File: src/rtl/rtc_pkg.sv
package rtc_pkg;
  typedef enum logic [2:0] {
    RA_SEC      = 3'd0,
    RA_FRAC     = 3'd1,
    RA_ALM_SEC  = 3'd2,
    RA_ALM_FRAC = 3'd3,
    RA_CTRL     = 3'd4,
    RA_STAT     = 3'd5,
    RA_IEN      = 3'd6
  } reg_addr_e;

  localparam int B_BUSY  = 10;
  localparam int B_NEXT  = 9;
  localparam int B_DONE  = 8;
  localparam int B_ERR   = 7;
  localparam int B_ALM   = 4;
  localparam int B_INVAL = 1;
  localparam int B_TAMP  = 0;
  localparam int B_RUN   = 3;

  localparam logic [31:0] IRQ_SRC_MASK =
    (32'd1 << B_NEXT) | (32'd1 << B_DONE) | (32'd1 << B_ERR) | (32'd1 << B_ALM);
endpackage

File: src/rtl/rtc_wr_engine.sv
module rtc_wr_engine #(
  parameter int AW        = 3,
  parameter int DW        = 32,
  parameter int WR_CYCLES = 4
) (
  input  logic          clk,
  input  logic          rst_n,
  input  logic          wr_en,
  input  logic [AW-1:0] wr_addr,
  input  logic [DW-1:0] wr_data,
  output logic          busy,
  output logic          commit,
  output logic [AW-1:0] cm_addr,
  output logic [DW-1:0] cm_data,
  output logic          discard
);
  localparam int CW = (WR_CYCLES > 1) ? $clog2(WR_CYCLES) : 1;

  logic [CW-1:0] cnt_q;
  logic          busy_q;
  logic [AW-1:0] addr_q;
  logic [DW-1:0] data_q;

  always_ff @(posedge clk or negedge rst_n) begin
    if (!rst_n) begin
      cnt_q  <= '0;
      busy_q <= 1'b0;
      addr_q <= '0;
      data_q <= '0;
    end else if (busy_q) begin
      if (cnt_q == '0) busy_q <= 1'b0;
      else             cnt_q  <= cnt_q - 1'b1;
    end else if (wr_en) begin
      busy_q <= 1'b1;
      cnt_q  <= CW'(WR_CYCLES - 1);
      addr_q <= wr_addr;
      data_q <= wr_data;
    end
  end

  assign busy    = busy_q;
  assign commit  = busy_q && (cnt_q == '0);
  assign cm_addr = addr_q;
  assign cm_data = data_q;
  assign discard = wr_en && busy_q;
endmodule

File: src/rtl/rtc_timebase.sv
module rtc_timebase #(
  parameter int W        = 32,
  parameter int FRAC_MOD = 32768
) (
  input  logic         clk,
  input  logic         rst_n,
  input  logic         advance,
  input  logic         ld_sec,
  input  logic         ld_frac,
  input  logic [W-1:0] ld_val,
  output logic [W-1:0] sec,
  output logic [W-1:0] frac,
  output logic [W-1:0] nxt_sec,
  output logic [W-1:0] nxt_frac
);
  localparam logic [W-1:0] FRAC_TOP = W'(FRAC_MOD - 1);

  logic [W-1:0] sec_q, frac_q;

  always_comb begin
    if (frac_q >= FRAC_TOP) begin
      nxt_frac = '0;
      nxt_sec  = sec_q + 1'b1;
    end else begin
      nxt_frac = frac_q + 1'b1;
      nxt_sec  = sec_q;
    end
  end

  always_ff @(posedge clk or negedge rst_n) begin
    if (!rst_n) begin
      sec_q  <= '0;
      frac_q <= '0;
    end else begin
      if (ld_sec)       sec_q <= ld_val;
      else if (advance) sec_q <= nxt_sec;
      if (ld_frac)      frac_q <= ld_val;
      else if (advance) frac_q <= nxt_frac;
    end
  end

  assign sec  = sec_q;
  assign frac = frac_q;
endmodule

File: src/rtl/rtc_alarm_match.sv
module rtc_alarm_match #(
  parameter int W = 32
) (
  input  logic [W-1:0] nxt_sec,
  input  logic [W-1:0] nxt_frac,
  input  logic [W-1:0] alm_sec,
  input  logic [W-1:0] alm_frac,
  output logic         hit
);
  logic armed;
  assign armed = (alm_sec != {W{1'b1}});
  assign hit   = armed && ({nxt_sec, nxt_frac} == {alm_sec, alm_frac});
endmodule

File: src/rtl/rtc_alarm_core.sv
module rtc_alarm_core
  import rtc_pkg::*;
#(
  parameter int WR_CYCLES = 4,
  parameter int FRAC_MOD  = 32768
) (
  input  logic        clk,
  input  logic        rst_n,
  input  logic        tick_en,
  input  logic        wr_en,
  input  logic [2:0]  addr,
  input  logic [31:0] wdata,
  output logic [31:0] rdata,
  output logic        irq
);
  localparam int DW = 32;
  localparam int AW = 3;

  logic          busy, commit, discard;
  logic [AW-1:0] cm_addr;
  logic [DW-1:0] cm_data;

  rtc_wr_engine #(.AW(AW), .DW(DW), .WR_CYCLES(WR_CYCLES)) u_wr (
    .clk(clk), .rst_n(rst_n), .wr_en(wr_en), .wr_addr(addr), .wr_data(wdata),
    .busy(busy), .commit(commit), .cm_addr(cm_addr), .cm_data(cm_data),
    .discard(discard)
  );

  logic c_sec, c_frac, c_asec, c_afrac, c_ctrl, c_stat, c_ien, c_mapped;
  assign c_sec    = commit && (cm_addr == RA_SEC);
  assign c_frac   = commit && (cm_addr == RA_FRAC);
  assign c_asec   = commit && (cm_addr == RA_ALM_SEC);
  assign c_afrac  = commit && (cm_addr == RA_ALM_FRAC);
  assign c_ctrl   = commit && (cm_addr == RA_CTRL);
  assign c_stat   = commit && (cm_addr == RA_STAT);
  assign c_ien    = commit && (cm_addr == RA_IEN);
  assign c_mapped = c_sec | c_frac | c_asec | c_afrac | c_ctrl | c_stat | c_ien;

  logic [DW-1:0] alm_sec_q, alm_frac_q, ctrl_q, ier_q;
  logic          wcf_q, wef_q, caf_q, nvf_q, sec_seen_q;

  logic          advance, hit;
  logic [DW-1:0] sec, frac, nxt_sec, nxt_frac;

  assign advance = tick_en && ctrl_q[B_RUN] && sec_seen_q && !nvf_q && !c_sec && !c_frac;

  rtc_timebase #(.W(DW), .FRAC_MOD(FRAC_MOD)) u_tb (
    .clk(clk), .rst_n(rst_n), .advance(advance), .ld_sec(c_sec), .ld_frac(c_frac),
    .ld_val(cm_data), .sec(sec), .frac(frac), .nxt_sec(nxt_sec), .nxt_frac(nxt_frac)
  );

  rtc_alarm_match #(.W(DW)) u_alm (
    .nxt_sec(nxt_sec), .nxt_frac(nxt_frac), .alm_sec(alm_sec_q), .alm_frac(alm_frac_q),
    .hit(hit)
  );

  always_ff @(posedge clk or negedge rst_n) begin
    if (!rst_n) begin
      alm_sec_q  <= '1;
      alm_frac_q <= '0;
      ctrl_q     <= '0;
      ier_q      <= '0;
      sec_seen_q <= 1'b0;
    end else begin
      if (c_asec)  alm_sec_q  <= cm_data;
      if (c_afrac) alm_frac_q <= cm_data;
      if (c_ctrl)  ctrl_q     <= cm_data;
      if (c_ien)   ier_q      <= cm_data & IRQ_SRC_MASK;
      if (c_sec)   sec_seen_q <= 1'b1;
    end
  end

  always_ff @(posedge clk or negedge rst_n) begin
    if (!rst_n) begin
      wcf_q <= 1'b0;
      wef_q <= 1'b0;
      caf_q <= 1'b0;
      nvf_q <= 1'b1;
    end else begin
      if (c_stat && cm_data[B_INVAL] && cm_data[B_TAMP]) nvf_q <= 1'b0;
      if (c_stat && cm_data[B_ALM]) caf_q <= 1'b0;
      else if (advance && hit)      caf_q <= 1'b1;
      if (discard || (commit && !c_mapped)) wef_q <= 1'b1;
      else if (c_stat && cm_data[B_ERR])    wef_q <= 1'b0;
      if (c_mapped) wcf_q <= !(c_stat && cm_data[B_DONE]);
    end
  end

  logic [DW-1:0] stat;
  always_comb begin
    stat          = '0;
    stat[B_BUSY]  = busy;
    stat[B_NEXT]  = !busy;
    stat[B_DONE]  = wcf_q;
    stat[B_ERR]   = wef_q;
    stat[B_ALM]   = caf_q;
    stat[B_INVAL] = nvf_q;
    stat[B_TAMP]  = 1'b0;
  end

  always_comb begin
    case (addr)
      RA_SEC:      rdata = sec;
      RA_FRAC:     rdata = frac;
      RA_ALM_SEC:  rdata = alm_sec_q;
      RA_ALM_FRAC: rdata = alm_frac_q;
      RA_CTRL:     rdata = ctrl_q;
      RA_STAT:     rdata = stat;
      RA_IEN:      rdata = ier_q;
      default:     rdata = '0;
    endcase
  end

  assign irq = |(stat & ier_q & IRQ_SRC_MASK);
endmodule

File: config.mk
export PLATFORM = sky130hd
export DESIGN_NAME = rtc_alarm_core
export DESIGN_NICKNAME = d
export VERILOG_FILES = /design/src/rtl/rtc_pkg.sv /design/src/rtl/rtc_wr_engine.sv /design/src/rtl/rtc_timebase.sv /design/src/rtl/rtc_alarm_match.sv /design/src/rtl/rtc_alarm_core.sv
export SDC_FILE = /design/constraint.sdc
export NUM_CORES = 1
export LEC_CHECK = 0
export BUFFER_PORTS_ARGS = -buffer_cell sky130_fd_sc_hd__buf_2
export CORE_UTILIZATION = 40
export DETAILED_ROUTE_END_ITERATION = 16
export PLACE_DENSITY = 0.57
export SYNTH_ARGS = -nofsm -noshare
export SYNTH_HDL_FRONTEND = slang
export SYNTH_SLANG_ARGS = --single-unit
File: constraint.sdc
create_clock -name clk -period 4.6 [get_ports clk]
set_input_delay 0.23 -clock clk [delete_from_list [all_inputs] [get_ports clk]]
set_output_delay 0.23 -clock clk [all_outputs]
set_load 0.02 [all_outputs]
=== Word-level counts from Yosys, hierarchy flattened ===
Index checks and enable logic that the tools add are counted.

* Add/sub/neg operators: 3
* Magnitude comparators: 1
* Eq/ne operators: 15
* Mux-type cells: 17
* Bitwise logic cells: 8
* Reduce and logical (&&, ||, !) cells: 40

{| class="wikitable"
|+ Operators with widths
! operator !! number
|-
| $pmux W32 S7 || 1
|-
| $mux W32 || 6
|-
| $add A32 B1 Y32 const B || 2
|-
| $eq A64 B64 Y1 || 1
|-
| $ge A32 B15 Y1 const B || 1
|-
| $ne A32 B32 Y1 const B || 1
|-
| $logic_and A1 B1 Y1 || 22
|-
| $eq A3 B3 Y1 const B || 6
|-
| $eq A3 B2 Y1 const B || 4
|-
| $and A10 B10 Y10 || 1
|-
| $reduce_bool A2 Y1 || 5
|-
| $mux W1 || 7
|-
| $eq A3 B1 Y1 const B || 2
|-
| $logic_not A1 Y1 || 6
|-
| $logic_not A3 Y1 || 2
|-
| $mux W2 || 3
|-
| $or A1 B1 Y1 || 6
|-
| $reduce_and A2 Y1 || 2
|-
| $reduce_or A4 Y1 || 1
|-
| $logic_not A2 Y1 || 1
|-
| $ne A2 B2 Y1 const B || 1
|-
| $sub A2 B1 Y2 const B || 1
|-
| $logic_or A1 B1 Y1 || 1
|-
| $not A1 Y1 || 1
|}

* Register bits after elaboration: 207
* Bits of input ports: 39
* Output and inout bits: 33
* Word-level logic and storage cells: 99

=== Logic depth before layout (Yosys ltp) ===
* Depth in word-level cells: 13
* Gate-level depth with buffers: 13
* Mapped depth without buffers: 10

=== Modules after synthesis ===
From an unflattened synthesis, not the netlist that was laid out.

* Cell total of the unflattened synthesis: 1192
* Area total of the unflattened synthesis: 12819.8 um2

{| class="wikitable"
|+ Modules (own cells, without submodules)
! module !! times used !! cells each !! area an instance (um2) !! sequential area each (um2)
|-
| rtc_alarm_core || 1 || 451 || 5884.4 || 2668.8
|-
| rtc_timebase || 1 || 556 || 4556.9 || 1601.5
|-
| rtc_wr_engine || 1 || 89 || 1605.3 || 950.9
|-
| rtc_alarm_match || 1 || 96 || 773.2 || 0.0
|}

=== Least setup slack after synthesis ===
Ideal clock, no wire load.

* Path type: flip-flop to flip-flop
* Start point: register u_tb.frac_q[26] (netlist: u_tb.frac[26])
* End point: register caf_q
* Setup time: 0.092 ns
* Arrival: 3.177 ns
* Data required time: 4.508 ns
* Path slack: 1.331 ns
* Cell stages (with the launch flop): 11
* Path buffers: 1
* Cell sequence: dfrtp_1 or4_4 or4_1 buf_4 o31ai_1 xnor2_1 o21ai_0 or4_1 nor4_1 nand4_1 o31ai_2

* Longest elaborated chain between the ends: 6
* Elaborated cells between the ends (all ways): 8

{| class="wikitable"
|+ Ends and longest elaborated chain
! what !! RTL line !! source
|-
| start: declaration || rtc_timebase.sv:18 || <nowiki>logic [W-1:0] sec_q, frac_q;</nowiki>
|-
| start signal: assignment || rtc_timebase.sv:37 || <nowiki>if (ld_frac) frac_q <= ld_val;</nowiki>
|-
| start signal: assignment || rtc_timebase.sv:38 || <nowiki>else if (advance) frac_q <= nxt_frac;</nowiki>
|-
| $add A32 B1 Y32 / $ge A32 B15 Y1 (equally long branches) || rtc_timebase.sv:25, rtc_timebase.sv:21 ||
|-
| $mux W32 || rtc_timebase.sv:21 || <nowiki>if (frac_q >= FRAC_TOP) begin</nowiki>
|-
| $eq A64 B64 Y1 * || rtc_alarm_match.sv:12 || <nowiki>assign hit = armed && ({nxt_sec, nxt_frac} == {alm_sec, alm_frac});</nowiki>
|-
| $logic_and A1 B1 Y1 * || rtc_alarm_match.sv:12 ||
|-
| $logic_and A1 B1 Y1 * || rtc_alarm_core.sv:82 || <nowiki>else if (advance && hit) caf_q <= 1'b1;</nowiki>
|-
| $reduce_bool A2 Y1 (no source line) * || -- ||
|-
| end signal: assignment || rtc_alarm_core.sv:77 || <nowiki>caf_q <= 1'b0;</nowiki>
|-
| end signal: assignment || rtc_alarm_core.sv:81 || <nowiki>if (c_stat && cm_data[B_ALM]) caf_q <= 1'b0;</nowiki>
|-
| end signal: assignment || rtc_alarm_core.sv:82 ||
|-
| end: declaration || rtc_alarm_core.sv:40 || <nowiki>logic wcf_q, wef_q, caf_q, nvf_q, sec_seen_q;</nowiki>
|}

Every way passes the cells marked *; elsewhere a longest branch is shown, timed or not.
A chain may end at the register's enable or synchronous reset.

=== Worst setup path in the final report ===
Same ends and word-level chain as after synthesis.

==> run_results.csv <==
group,metric,value,unit
worst_setup_path,cp.required,5.06,ns
yosys,netlist_area,0.0118,mm^2
die,core_area,0.0289,mm^2
drt,wl_per_cell,25.9,um
pwr,netSwitchingPower,0.00393,W
place,finalWeightedCongestion,0.979,
final_layout,antenna_cells,0,
pwr,p_int,0.00550,W
place,hpwl,30.8,mm
pwr,clock_power_share,21.6,%
final_layout,nFillCells,2738,
timing,hold_viol,0,
timing,setup_tns,0,ns
yosys,async_flop_share,100,%
yosys,avgSynthCellArea,9.87,um^2
yosys,ys_seq_area_share,44.3,%
global_route,groute.usage.overall,29.1,%
worst_setup_path,worstReg2RegEnd,"caf_q",
die,start_util,40.8,%
timing,max_freq,0.259,GHz
worst_setup_path,cp-endpoint,"caf_q",
clock_network,cts_buffers,25,
yosys,syn_nets,1235,
die,row_count,62,
timing,setup_ws,0.736,ns
final_layout,layout-drive-gt1-share,25.6,%
worst_setup_path,endpoint_kind,"flop",
final_layout,nets,1306,
pwr,p_leak,5.80,nW
final_layout,regArea,0.00522,mm^2
worst_setup_path,setup.worst_path.start,"u_tb.frac[26]",
die,die_width,174,um
clock_network,clock_latency,0.55,ns
worst_setup_path,rr_worst_depth,10,
final_layout,area_growth_syn_to_layout,16.6,%
drt,drt_iter0_markers,1064,
timing,finClkSkew,0.0180,ns
pwr,comb_power_share,33.3,%
clock_network,cts_root_buf,"clkbuf_16",
global_route,first_global_vias,9837,
worst_setup_path,start_kind,"flop",
run_status,status,"completed",
yosys,yosysUniqueCellTypes,69,
min_path,hold_path_class,"in2reg",
clock_network,ctsHtreeMaxLevel,1,
clock_network,post_cts_buffers,0,
worst_setup_path,worstReg2RegStart,"u_tb.frac[26]",
drt,first_pass_iters,6,
drt,drt.antenna.violating_nets,0,
drt,post-route-drc-count,0,
worst_setup_path,cp_max_fo,17,
drt,via_per_inst,6.09,
pwr,cellPowerDensity,687,mW/mm^2
timing,slew_headroom,32.8,%
clock_network,cts_buffer_depth,3,
pwr,ir_worst_vdd,381,uV
place,pre_cts_slack,0.788,ns
drt,vias,10200,
clock_network,clk_pin_slew,0.06,ns
yosys,synth-edff-count,0,
timing,rsz0062_at_grt,"no",
yosys,ys_warn_count,0,
clock_network,clock-sinks,207,
global_route,grt-ovfl-total,0,
timing,fin_crit,3.86,ns
worst_setup_path,critPathArrivalTime,4.32,ns
clock_network,cts_tree,"done",
timing,slew_violations,0,
final_layout,multi_input_area,0.00620,mm^2
yosys,ys_ff_latch,207,
global_route,grt_max_degree,121,
timing,worst_pin_slew,1.01,ns
job,cap_violations,0,
yosys,synthFlopType,"dfrtp_1",
timing,fin_crit_sh,84.0,%
timing,final-setup-viol-count,0,
global_route,antenna_found_initial,0,
place,port_buffers,71,
yosys,syn_inst,1193,
die,die_h,174,um
worst_setup_path,path_class,"reg2reg",
die,ios,72,
pwr,swShare,41.7,%
pwr,seqPwrFrac,45.2,%
die,die_area,0.0301,mm^2
drt,wl,43.2,mm
global_route,grt_pass1_wl,65.7,mm
worst_setup_path,rrSetupSlack,0.74,ns
==> layout by cell type (no fill, tap or decap), drive strengths merged, types with 6 or more instances in the layout <==
master         n
buf           98
dlygate4sd3   34
dfrtp        174
a22oi         12
and2           9
nor4          22
clkbuf        37
mux2         137
nand4         30
a31oi         10
o21ai         89
mux2i         32
nor3b          6
xor2          18
xnor2         43
nor2          74
o22ai          6
nand3         41
nand2b         6
and3          14
nor3          33
nand2        146
and4           7
a221o         41
a21oi         39
inv           15
dfstp         33
==> worst min path at each step <==
stage,start,end,depth (start not counted)
6_report,addr[1],u_wr.cm_addr[1],2
5_1_grt,addr[1],u_wr.cm_addr[1],2
4_1_cts,addr[1],u_wr.cm_addr[1],2
3_5_place_dp,rst_n,u_wr.cm_data[6],1
3_3_place_gp,rst_n,u_wr.cm_data[6],1
2_1_floorplan,rst_n,alm_frac_q[0],0
==> synth_stat cells, types with 3 or more instances <==
master       n  area [um^2]
buf_2        3         15.0
mux2_2     137         1540
o21ai_0     87          435
a22oi_1     12         90.1
nor3b_1      6         45.0
nor3_1      32          160
nand2_1    146          548
a31oi_1     10         62.6
or2_2        4         25.0
nor4_1      21          131
xor2_1      18          158
and2_1       9         56.3
ha_1         3         37.5
clkbuf_1    69          259
a2bb2oi_1    3         26.3
a21oi_1     39          195
nand2b_1     6         37.5
xnor2_1     43          377
dfrtp_1    174         4350
a2111oi_0    3         26.3
and4_1       7         61.3
mux4_2       4         90.1
o22ai_1      6         37.5
nand4_1     30          188
mux2i_1     32          320
o2111ai_1    3         26.3
nand3_1     41          205
o311ai_0     5         43.8
buf_1       14         52.6
inv_1       14         52.6
nor2_1      73          274
nand4b_1     3         26.3
a221o_1     41          410
and3_1      14         87.6
dfstp_2     33          867
==> state kept, by name (all words and copies together) (netlist names) <==
name	cells
u_tb.frac	32
sec_seen_q	1
wcf_q	1
u_tb.sec	32
ctrl_q	32
u_wr.cm_addr	3
u_wr.cm_data	32
wef_q	1
u_wr.busy	1
alm_sec_q	32
caf_q	1
u_wr.cnt_q	2
alm_frac_q	32
ier_q	4
nvf_q	1
==> layer usage <==
layer | part of all wire [%] | up-vias | wire length, um | global-route usage (%)
li1 | - | 4538 | - | -
met1 | 46 | 5135 | 19800 | 42.6
met2 | 44 | 403 | 19000 | 44.1
met3 | 6.4 | 73 | 2790 | 3.60
met4 | 3.6 | 2 | 1550 | 9.94
met5 | 0.13 | - | 55 | 1.44
==> worst max-delay path, stage by stage, from the launching register on <==
cell and delay [ns]:
dfrtp_1 0.40, or4_4 0.54, or4_1 0.60, nor3_4 0.66, buf_4 0.36, nor2_2 0.08, a2111oi_4 0.32, nand3_1 0.11
nor4_1 0.35, nand4_1 0.16, o31ai_2 0.20
==> kinds of logic after synthesis <==
| group | Yosys count | synth area share, % |
|---|---|---|
| flip-flops | 207 | 44.3 |
| AND/OR/NAND/NOR | 407 | 16.8 |
| adder cells (fa/ha/maj) | 3 | 0.319 |
| multiplexers | 173 | 16.6 |
| AO/OA/AOI/OAI | 240 | 14.0 |
| XOR/XNOR | 61 | 4.54 |
| buffers and inverters | 102 | 3.38 |
==> cell type report <==
class | count | area share [%]
multi-input combinational | 884 | 45.1
sequential | 207 | 38.0
timing repair buffer | 132 | 6.80
clock buffer | 37 | 5.32
tap | 384 | 3.50
clock inverter | 9 | 0.847
inverter | 14 | 0.383
==> stage by stage <==
step	area, um^2	hold WS [ns]	power, W	std cells	util, %
6_report	13700	0.273	0.00944	1667	47.6
5_1_grt	13700	0.284	0.00995	1667	47.6
4_1_cts	13700	0.254	0.00944	1667	47.6
3_5_place_dp	12500	0.395	0.00734	1587	43.5
3_3_place_gp	12500	0.388	0.00731	1587	43.5
2_1_floorplan	11800	-0.0656	0.00558	1193	-
==> power groups by stage <==
stage / Combinational [W] / Sequential (W) / Clock (W)
final: 0.00314 / 0.00426 / 0.00204
after detailed placement: 0.00309 / 0.00425 / 0
after floorplan: 0.00230 / 0.00328 / 0
after CTS: 0.00314 / 0.00423 / 0.00208
after global routing: 0.00343 / 0.00438 / 0.00214
after global placement: 0.00307 / 0.00424 / 0
==> timing repair <==
| action | in CTS | in global routing |
|---|---|---|
| resized for setup | 0 | 0 |
| hold buffers | 34 | 0 |
| endpoints found under the hold margin | 136 | 0 |
No activity file was read; power rests on OpenSTA's default activity.
